**src/rtl/rsc_pkg.sv**
```systemverilog
package rsc_pkg;

  typedef enum logic [2:0] {
    ST_RUN      = 3'd0,
    ST_IDLE     = 3'd1,
    ST_SQ_START = 3'd2,
    ST_SQ_DRAIN = 3'd3,
    ST_BLOCK    = 3'd4,
    ST_UNBLOCK  = 3'd5,
    ST_SER      = 3'd6
  } rsc_state_e;

  typedef enum logic [1:0] {
    SRC_ROB  = 2'd0,
    SRC_IQ   = 2'd1,
    SRC_LSQ  = 2'd2,
    SRC_NONE = 2'd3
  } rsc_src_e;

  localparam int NUM_RES = 3;

endpackage

```
**src/rtl/rsc_capacity.sv**
```systemverilog
module rsc_capacity
  import rsc_pkg::*;
#(
  parameter int WIDTH = 4,
  parameter int CNT_W = 6,
  parameter int AW    = 3
) (
  input  logic [NUM_RES-1:0][CNT_W-1:0] free_i,
  input  logic [CNT_W-1:0]              inflight_i,
  input  logic [AW-1:0]                 valid_i,
  output logic [AW-1:0]                 cap_o,
  output logic                          any_full_o,
  output rsc_src_e                      src_o
);

  localparam int MW = (CNT_W > AW) ? CNT_W : AW;

  logic [MW-1:0]              demand;
  logic [NUM_RES-1:0][MW-1:0] adj;
  logic [NUM_RES-1:0]         full;
  logic [MW-1:0]              lim;

  // Offered group, clipped to the stage width.
  always_comb begin
    if (MW'(valid_i) > MW'(WIDTH)) demand = MW'(WIDTH);
    else                           demand = MW'(valid_i);
  end

  // Free space per structure after discounting in-flight work, saturating.
  for (genvar g = 0; g < NUM_RES; g++) begin : g_res
    assign adj[g]  = (free_i[g] > inflight_i) ? MW'(free_i[g] - inflight_i) : '0;
    assign full[g] = (adj[g] < demand);
  end

  always_comb begin
    lim = demand;
    for (int k = 0; k < NUM_RES; k++) begin
      if (adj[k] < lim) lim = adj[k];
    end
  end

  assign cap_o      = lim[AW-1:0];
  assign any_full_o = |full;

  // Fixed reporting order: ROB, then IQ, then LSQ.
  always_comb begin
    if (full[0])      src_o = SRC_ROB;
    else if (full[1]) src_o = SRC_IQ;
    else if (full[2]) src_o = SRC_LSQ;
    else              src_o = SRC_NONE;
  end

endmodule

```
**src/rtl/rsc_serial.sv**
```systemverilog
module rsc_serial (
  input  logic clk,
  input  logic rst_n,
  input  logic squash_i,
  input  logic ser_after_i,
  input  logic consume_i,
  input  logic barrier_i,
  output logic barrier_eff_o
);

  logic pend_q;
  logic pend_nx;
  logic pend_en;

  always_comb begin
    pend_nx = pend_q;
    if (squash_i) begin
      pend_nx = 1'b0;
    end else begin
      if (consume_i)   pend_nx = 1'b0;
      if (ser_after_i) pend_nx = 1'b1;
    end
  end

  assign pend_en = (pend_nx != pend_q);

  always_ff @(posedge clk or negedge rst_n) begin
    if (!rst_n)       pend_q <= 1'b0;
    else if (pend_en) pend_q <= pend_nx;
  end

  assign barrier_eff_o = barrier_i | pend_q;

  // A squash always leaves no pending serialize mark behind.
  p_squash_clears_r8: assert property (@(posedge clk) disable iff (!rst_n)
    squash_i |=> !pend_q);

endmodule

```
**src/rtl/rsc_fsm.sv**
```systemverilog
module rsc_fsm
  import rsc_pkg::*;
#(
  parameter int AW = 3
) (
  input  logic          clk,
  input  logic          rst_n,
  input  logic          squash_i,
  input  logic          dn_stall_i,
  input  logic          any_full_i,
  input  logic          barrier_i,
  input  logic          drained_i,
  input  logic          valid_nz_i,
  input  logic          skid_nz_i,
  input  logic [AW-1:0] cap_i,
  output rsc_state_e    state_o,
  output logic [AW-1:0] allow_o,
  output logic          block_o,
  output logic          unblock_o,
  output logic          flush_o,
  output logic          consume_o
);

  rsc_state_e state_q;
  rsc_state_e state_nx;
  logic       state_en;
  logic       run_st;
  logic       stall;
  logic       hold;

  assign run_st = (state_q == ST_RUN) || (state_q == ST_IDLE) || (state_q == ST_UNBLOCK);
  assign stall  = dn_stall_i | any_full_i;
  assign hold   = barrier_i & valid_nz_i & ~drained_i;

  // Next-state decision, squash first, then blocking, then serializing.
  always_comb begin
    state_nx = state_q;
    if (squash_i) begin
      state_nx = ST_SQ_START;
    end else begin
      unique case (state_q)
        ST_SQ_START: state_nx = ST_SQ_DRAIN;
        ST_SQ_DRAIN: state_nx = ST_IDLE;
        ST_BLOCK: begin
          if (stall)           state_nx = ST_BLOCK;
          else if (skid_nz_i)  state_nx = ST_UNBLOCK;
          else if (valid_nz_i) state_nx = ST_RUN;
          else                 state_nx = ST_IDLE;
        end
        ST_SER: begin
          if (drained_i) state_nx = ST_RUN;
        end
        ST_RUN, ST_IDLE, ST_UNBLOCK: begin
          if (stall)                                  state_nx = ST_BLOCK;
          else if (hold)                              state_nx = ST_SER;
          else if ((state_q == ST_UNBLOCK) && skid_nz_i) state_nx = ST_UNBLOCK;
          else if (valid_nz_i)                        state_nx = ST_RUN;
          else                                        state_nx = ST_IDLE;
        end
        default: state_nx = ST_IDLE;
      endcase
    end
  end

  assign state_en = (state_nx != state_q);

  always_ff @(posedge clk or negedge rst_n) begin
    if (!rst_n)        state_q <= ST_IDLE;
    else if (state_en) state_q <= state_nx;
  end

  // Rename grant for this cycle.
  always_comb begin
    allow_o = '0;
    if (run_st && !squash_i && !dn_stall_i && !hold) begin
      if (barrier_i && (cap_i != '0)) allow_o = AW'(1);
      else                            allow_o = cap_i;
    end
  end

  assign consume_o = barrier_i & (allow_o != '0);
  assign block_o   = (state_nx == ST_BLOCK) && (state_q != ST_BLOCK);
  assign unblock_o = (state_q == ST_BLOCK) &&
                     ((state_nx == ST_UNBLOCK) || (state_nx == ST_RUN) || (state_nx == ST_IDLE));
  assign flush_o   = (state_q == ST_SQ_DRAIN);
  assign state_o   = state_q;

  p_squash_enter_r9: assert property (@(posedge clk) disable iff (!rst_n)
    squash_i |=> (state_q == ST_SQ_START));

  p_drain_after_start_r9: assert property (@(posedge clk) disable iff (!rst_n)
    (state_q == ST_SQ_DRAIN) |-> ($past(state_q) == ST_SQ_START));

  p_ser_no_grant_r7: assert property (@(posedge clk) disable iff (!rst_n)
    (state_q == ST_SER) |-> (allow_o == '0));

  p_ser_exit_drained_r7: assert property (@(posedge clk) disable iff (!rst_n)
    ((state_q == ST_RUN) && ($past(state_q) == ST_SER)) |-> $past(drained_i));

  p_unblock_skid_empty_r6: assert property (@(posedge clk) disable iff (!rst_n)
    (((state_q == ST_RUN) || (state_q == ST_IDLE)) && ($past(state_q) == ST_UNBLOCK))
      |-> !$past(skid_nz_i));

  p_blocked_no_grant_r4: assert property (@(posedge clk) disable iff (!rst_n)
    (state_q == ST_BLOCK) |-> (allow_o == '0));

  p_pulse_excl_r4: assert property (@(posedge clk) disable iff (!rst_n)
    $onehot0({block_o, unblock_o, flush_o}));

endmodule

```
**src/rtl/rename_stall_ctrl.sv**
```systemverilog
module rename_stall_ctrl
  import rsc_pkg::*;
#(
  parameter int WIDTH  = 4,
  parameter int CNT_W  = 6,
  parameter int SKID_W = 4,
  parameter int AW     = $clog2(WIDTH + 1)
) (
  input  logic              clk,
  input  logic              rst_n,
  input  logic              squash_i,
  input  logic [CNT_W-1:0]  rob_free_i,
  input  logic [CNT_W-1:0]  iq_free_i,
  input  logic [CNT_W-1:0]  lsq_free_i,
  input  logic [CNT_W-1:0]  inflight_i,
  input  logic              exe_stall_i,
  input  logic              ret_stall_i,
  input  logic              rob_empty_i,
  input  logic              barrier_i,
  input  logic              ser_after_i,
  input  logic [SKID_W-1:0] skid_count_i,
  input  logic [AW-1:0]     valid_count_i,
  output logic [2:0]        state_o,
  output logic [AW-1:0]     allow_o,
  output logic [1:0]        full_src_o,
  output logic              block_o,
  output logic              unblock_o,
  output logic              flush_o
);

  logic [NUM_RES-1:0][CNT_W-1:0] free_vec;
  logic [AW-1:0]                 cap;
  logic                          any_full;
  rsc_src_e                      src;
  rsc_state_e                    state;
  logic                          barrier_eff;
  logic                          consume;
  logic                          drained;

  assign free_vec = {lsq_free_i, iq_free_i, rob_free_i};
  assign drained  = rob_empty_i && (inflight_i == '0);

  rsc_capacity #(
    .WIDTH (WIDTH),
    .CNT_W (CNT_W),
    .AW    (AW)
  ) u_cap (
    .free_i     (free_vec),
    .inflight_i (inflight_i),
    .valid_i    (valid_count_i),
    .cap_o      (cap),
    .any_full_o (any_full),
    .src_o      (src)
  );

  rsc_serial u_ser (
    .clk           (clk),
    .rst_n         (rst_n),
    .squash_i      (squash_i),
    .ser_after_i   (ser_after_i),
    .consume_i     (consume),
    .barrier_i     (barrier_i),
    .barrier_eff_o (barrier_eff)
  );

  rsc_fsm #(
    .AW (AW)
  ) u_fsm (
    .clk        (clk),
    .rst_n      (rst_n),
    .squash_i   (squash_i),
    .dn_stall_i (exe_stall_i | ret_stall_i),
    .any_full_i (any_full),
    .barrier_i  (barrier_eff),
    .drained_i  (drained),
    .valid_nz_i (valid_count_i != '0),
    .skid_nz_i  (skid_count_i != '0),
    .cap_i      (cap),
    .state_o    (state),
    .allow_o    (allow_o),
    .block_o    (block_o),
    .unblock_o  (unblock_o),
    .flush_o    (flush_o),
    .consume_o  (consume)
  );

  assign state_o    = state;
  assign full_src_o = src;

  p_grant_bound_r2: assert property (@(posedge clk) disable iff (!rst_n)
    (allow_o <= valid_count_i) && (allow_o <= AW'(WIDTH)));

  p_full_short_r3: assert property (@(posedge clk) disable iff (!rst_n)
    (full_src_o != SRC_NONE) |-> (allow_o < valid_count_i));

endmodule

```
**config.mk**
```make
export PLATFORM = sky130hd
export DESIGN_NAME = rename_stall_ctrl
export DESIGN_NICKNAME = d
export VERILOG_FILES = /design/src/rtl/rsc_pkg.sv /design/src/rtl/rsc_capacity.sv /design/src/rtl/rsc_serial.sv /design/src/rtl/rsc_fsm.sv /design/src/rtl/rename_stall_ctrl.sv
export SDC_FILE = /design/constraint.sdc
export NUM_CORES = 1
export LEC_CHECK = 0
export BUFFER_PORTS_ARGS = -buffer_cell sky130_fd_sc_hd__buf_2
export CAP_MARGIN = 15
export CORE_UTILIZATION = 30
export DETAILED_ROUTE_END_ITERATION = 12
export PLACE_DENSITY = 0.58
export SLEW_MARGIN = 20
export SYNTH_ARGS = -nofsm -noshare
export SYNTH_HDL_FRONTEND = slang
export SYNTH_SLANG_ARGS = --single-unit
```
**constraint.sdc**
```tcl
create_clock -name clk -period 17.7 [get_ports clk]
set_input_delay 3.54 -clock clk [delete_from_list [all_inputs] [get_ports clk]]
set_output_delay 3.54 -clock clk [all_outputs]
set_load 0.1 [all_outputs]
```
==> flow_summary.yaml <==
worst_setup_path:
  crit_arrival_ns: 10.58
  path_max_fanout: 7
  end_kind: "output port"
  critPathSlowestCell: "a2111oi_2"
  crit_type: "primary input to output port"
  start_kind: "primary input"
  critPathMaxStageDelay_ns: 0.52
  worst_ep_required_time_ns: 14.16
yosys:
  ys_warn_count: 0
  syn_area_per_cell_um2: 7.68
  synthFlopType: "dfrtp_1"
  async_reset_ff_share_pct: 100
  yosysMostFrequentCell: "ha_1"
  yosysTopAreaCellShare_pct: 21.4
  synth_edf_count: 0
  synth.cell_area_um2: 1990
  synthTopCellsByCount: "ha_1 (34), nor2_1 (27), inv_1 (25)"
  yosys-top-cells-area: "ha_1 (21%), nor2_1 (5.1%), inv_1 (4.7%)"
  yosysUniqueCellTypes: 64
  yosysTopAreaCell: "ha_1"
  synth-seq-cells: 4
  netlist_instances: 259
  seq_area_frac_synth_pct: 5.09
clock_network:
  clk_pin_slew_ns: 0.03
  cts.sinks: 4
  cts_buffers: 3
  clk_latency_ns: 0.22
  cts_setup_buffers: 0
  cts_tree: "yes"
  h-tree-depth: 1
  clk_path_buf_depth: 2
  holdBufCountCts: 0
  cts_repair_resize_count: 0
  cts-root-buf: "clkbuf_8"
global_routing:
  grt_pass1_wl_um: 9160
  grt_max_degree: 11
  antenna_found_initial: 0
  grt_pass1_vias: 2119
  grt_usage_pct: 15.7
  gr-total-overflow: 0
sta:
  slew_viol_final: 0
  fin_crit_ns: 14.12
  worst_pin_slew_ns: 0.657
  worst_hold_slack_ns: 0.671
  setup_viol: 0
  fmaxAchievable_ghz: 0.0708
  fin_crit_sh_pct: 79.7
  final_hold_viol_count: 0
  rsz0062_at_grt: "no"
  slew_headroom_pct: 55.8
  tns_ns: 0
  skew_ns: 0.00402
die:
  die_x_um: 83.4
  start_util_pct: 31.2
  dieArea_um2: 6960
  design.core.area_um2: 6390
  pin_count: 50
  core.rowCount: 29
  die_h_um: 83.4
status:
  status: "completed"
power_and_ir_drop:
  ir_drop_v: 0.0000339
  power_leakage_uw: 0.00117
  powerDensity_nw_per_um2: 66.1
detailed_routing:
  first_iter_violations: 79
  drc: 0
  detail-route-antenna-nets: 0
  wl_um: 5240
  first_pass_iters: 4
  wl_per_cell_um: 13.5
  num_vias: 2087
  drt-vias-per-instance: 5.37
place:
  gp_congestion: 0.827
  dp.cells: 385
  io_buffers: 49
  dp_hpwl_um: 4590
  dpl_cell_area_um2: 2330
run:
  maxCapViolCount: 0
final_layout:
  n_fill_cell: 694
  fin_util_pct: 37.2
  finalNonFillerCells: 389
  diodes: 0
  syn_to_final_growth_pct: 19.4
  nets: 389
  multiInputGateArea_um2: 1780
  seq_area_um2: 101
  finalInstanceArea_um2: 2380
  drive_gt1_share_pct: 22.4
hold_path:
  hold_class: "flop to flop"
-- worst max-delay path: cells and delay by family --
kind	cells	cell delay (ns)
muxes	1	0.26
buffers and inverters	5	0.73
and+or+nand+nor	3	0.69
adders and majority gates	5	1.37
AOI/OAI and AO/OA	19	3.97
-- cell usage in the layout, fill, tap and decap left out, types with 4 or more instances in the layout --
| master | count |
|---|---|
| buf_2 | 49 |
| or3_1 | 6 |
| inv_1 | 25 |
| nand2_1 | 17 |
| nand2b_1 | 4 |
| a21oi_1 | 13 |
| nand3b_1 | 5 |
| and2_1 | 4 |
| a211oi_1 | 4 |
| a21o_1 | 10 |
| ha_1 | 34 |
| o21a_1 | 6 |
| nor3_1 | 6 |
| nand4_1 | 6 |
| o211ai_1 | 4 |
| nor2b_1 | 5 |
| o21ai_0 | 9 |
| nor2_1 | 27 |
| mux2i_1 | 6 |
-- flip-flops by register name, summed over array words and instances, names as in the netlist --
| name | cells |
|---|---|
| u_fsm.state_o | 3 |
| u_ser.pend_q | 1 |
-- layout make-up --
type | count | share of cell area (%)
Multi-Input combinational cell | 227 | 75.0
Inverter | 28 | 4.42
Clock buffer | 4 | 1.90
Sequential cell | 4 | 4.27
Tap cell | 77 | 4.05
Timing Repair Buffer | 49 | 10.3
-- power by group --
part	internal [µW]	switching, µW
combinational	44.4	79.2
sequential	10.6	1.96
clock	15.4	5.30
total	70.4	86.5
-- metrics by stage --
step / power, µW / setup slack [ns]
6_report: 157 / 3.58
5_1_grt: 172 / 3.03
4_1_cts: 158 / 3.57
3_5_place_dp: 136 / 3.58
3_3_place_gp: 135 / 3.80
2_1_floorplan: 110 / 4.10
-- routing by layer --
metal	up-vias	wire length (µm)	GRT usage (%)	share of wire [%]
met3	2	139	2.19	2.7
met2	24	2790	30.4	53
li1	1080	-	-	-
met5	-	0	0	0
met1	981	2300	18.4	44
met4	0	14	2.47	0.27
-- path summary, 6_finish.rpt --
kind	start	to	slack, ns	depth (start not counted)
min	u_ser.pend_q$_DFFE_PN0P_	u_ser.pend_q$_DFFE_PN0P_	0.67	2
min reg2reg	u_ser.pend_q$_DFFE_PN0P_	u_ser.pend_q$_DFFE_PN0P_	0.67	2
max	inflight_i[0]	allow_o[0]	3.58	33
max reg2reg	u_ser.pend_q$_DFFE_PN0P_	u_ser.pend_q$_DFFE_PN0P_	15.60	6
max in group asynchronous	rst_n	u_fsm.state_o[0]$_DFFE_PN1P_	14.38	1
min in group asynchronous	rst_n	u_ser.pend_q$_DFFE_PN0P_	3.11	1
-- cells by family (layout without fill, tap and decap cells) --
family	count (synthesis)	after routing	share of synthesized area, %
other	1	3	0.188
and+or+nand+nor	98	98	27.1
muxes	7	7	3.58
DFF	4	4	5.09
xor gates and xnor gates	5	5	2.20
adders and majority gates	37	37	24.4
buffers and inverters	30	81	5.66
AOI/OAI and AO/OA	77	77	31.8
Note: power is estimated with default switching activity, not from simulation.
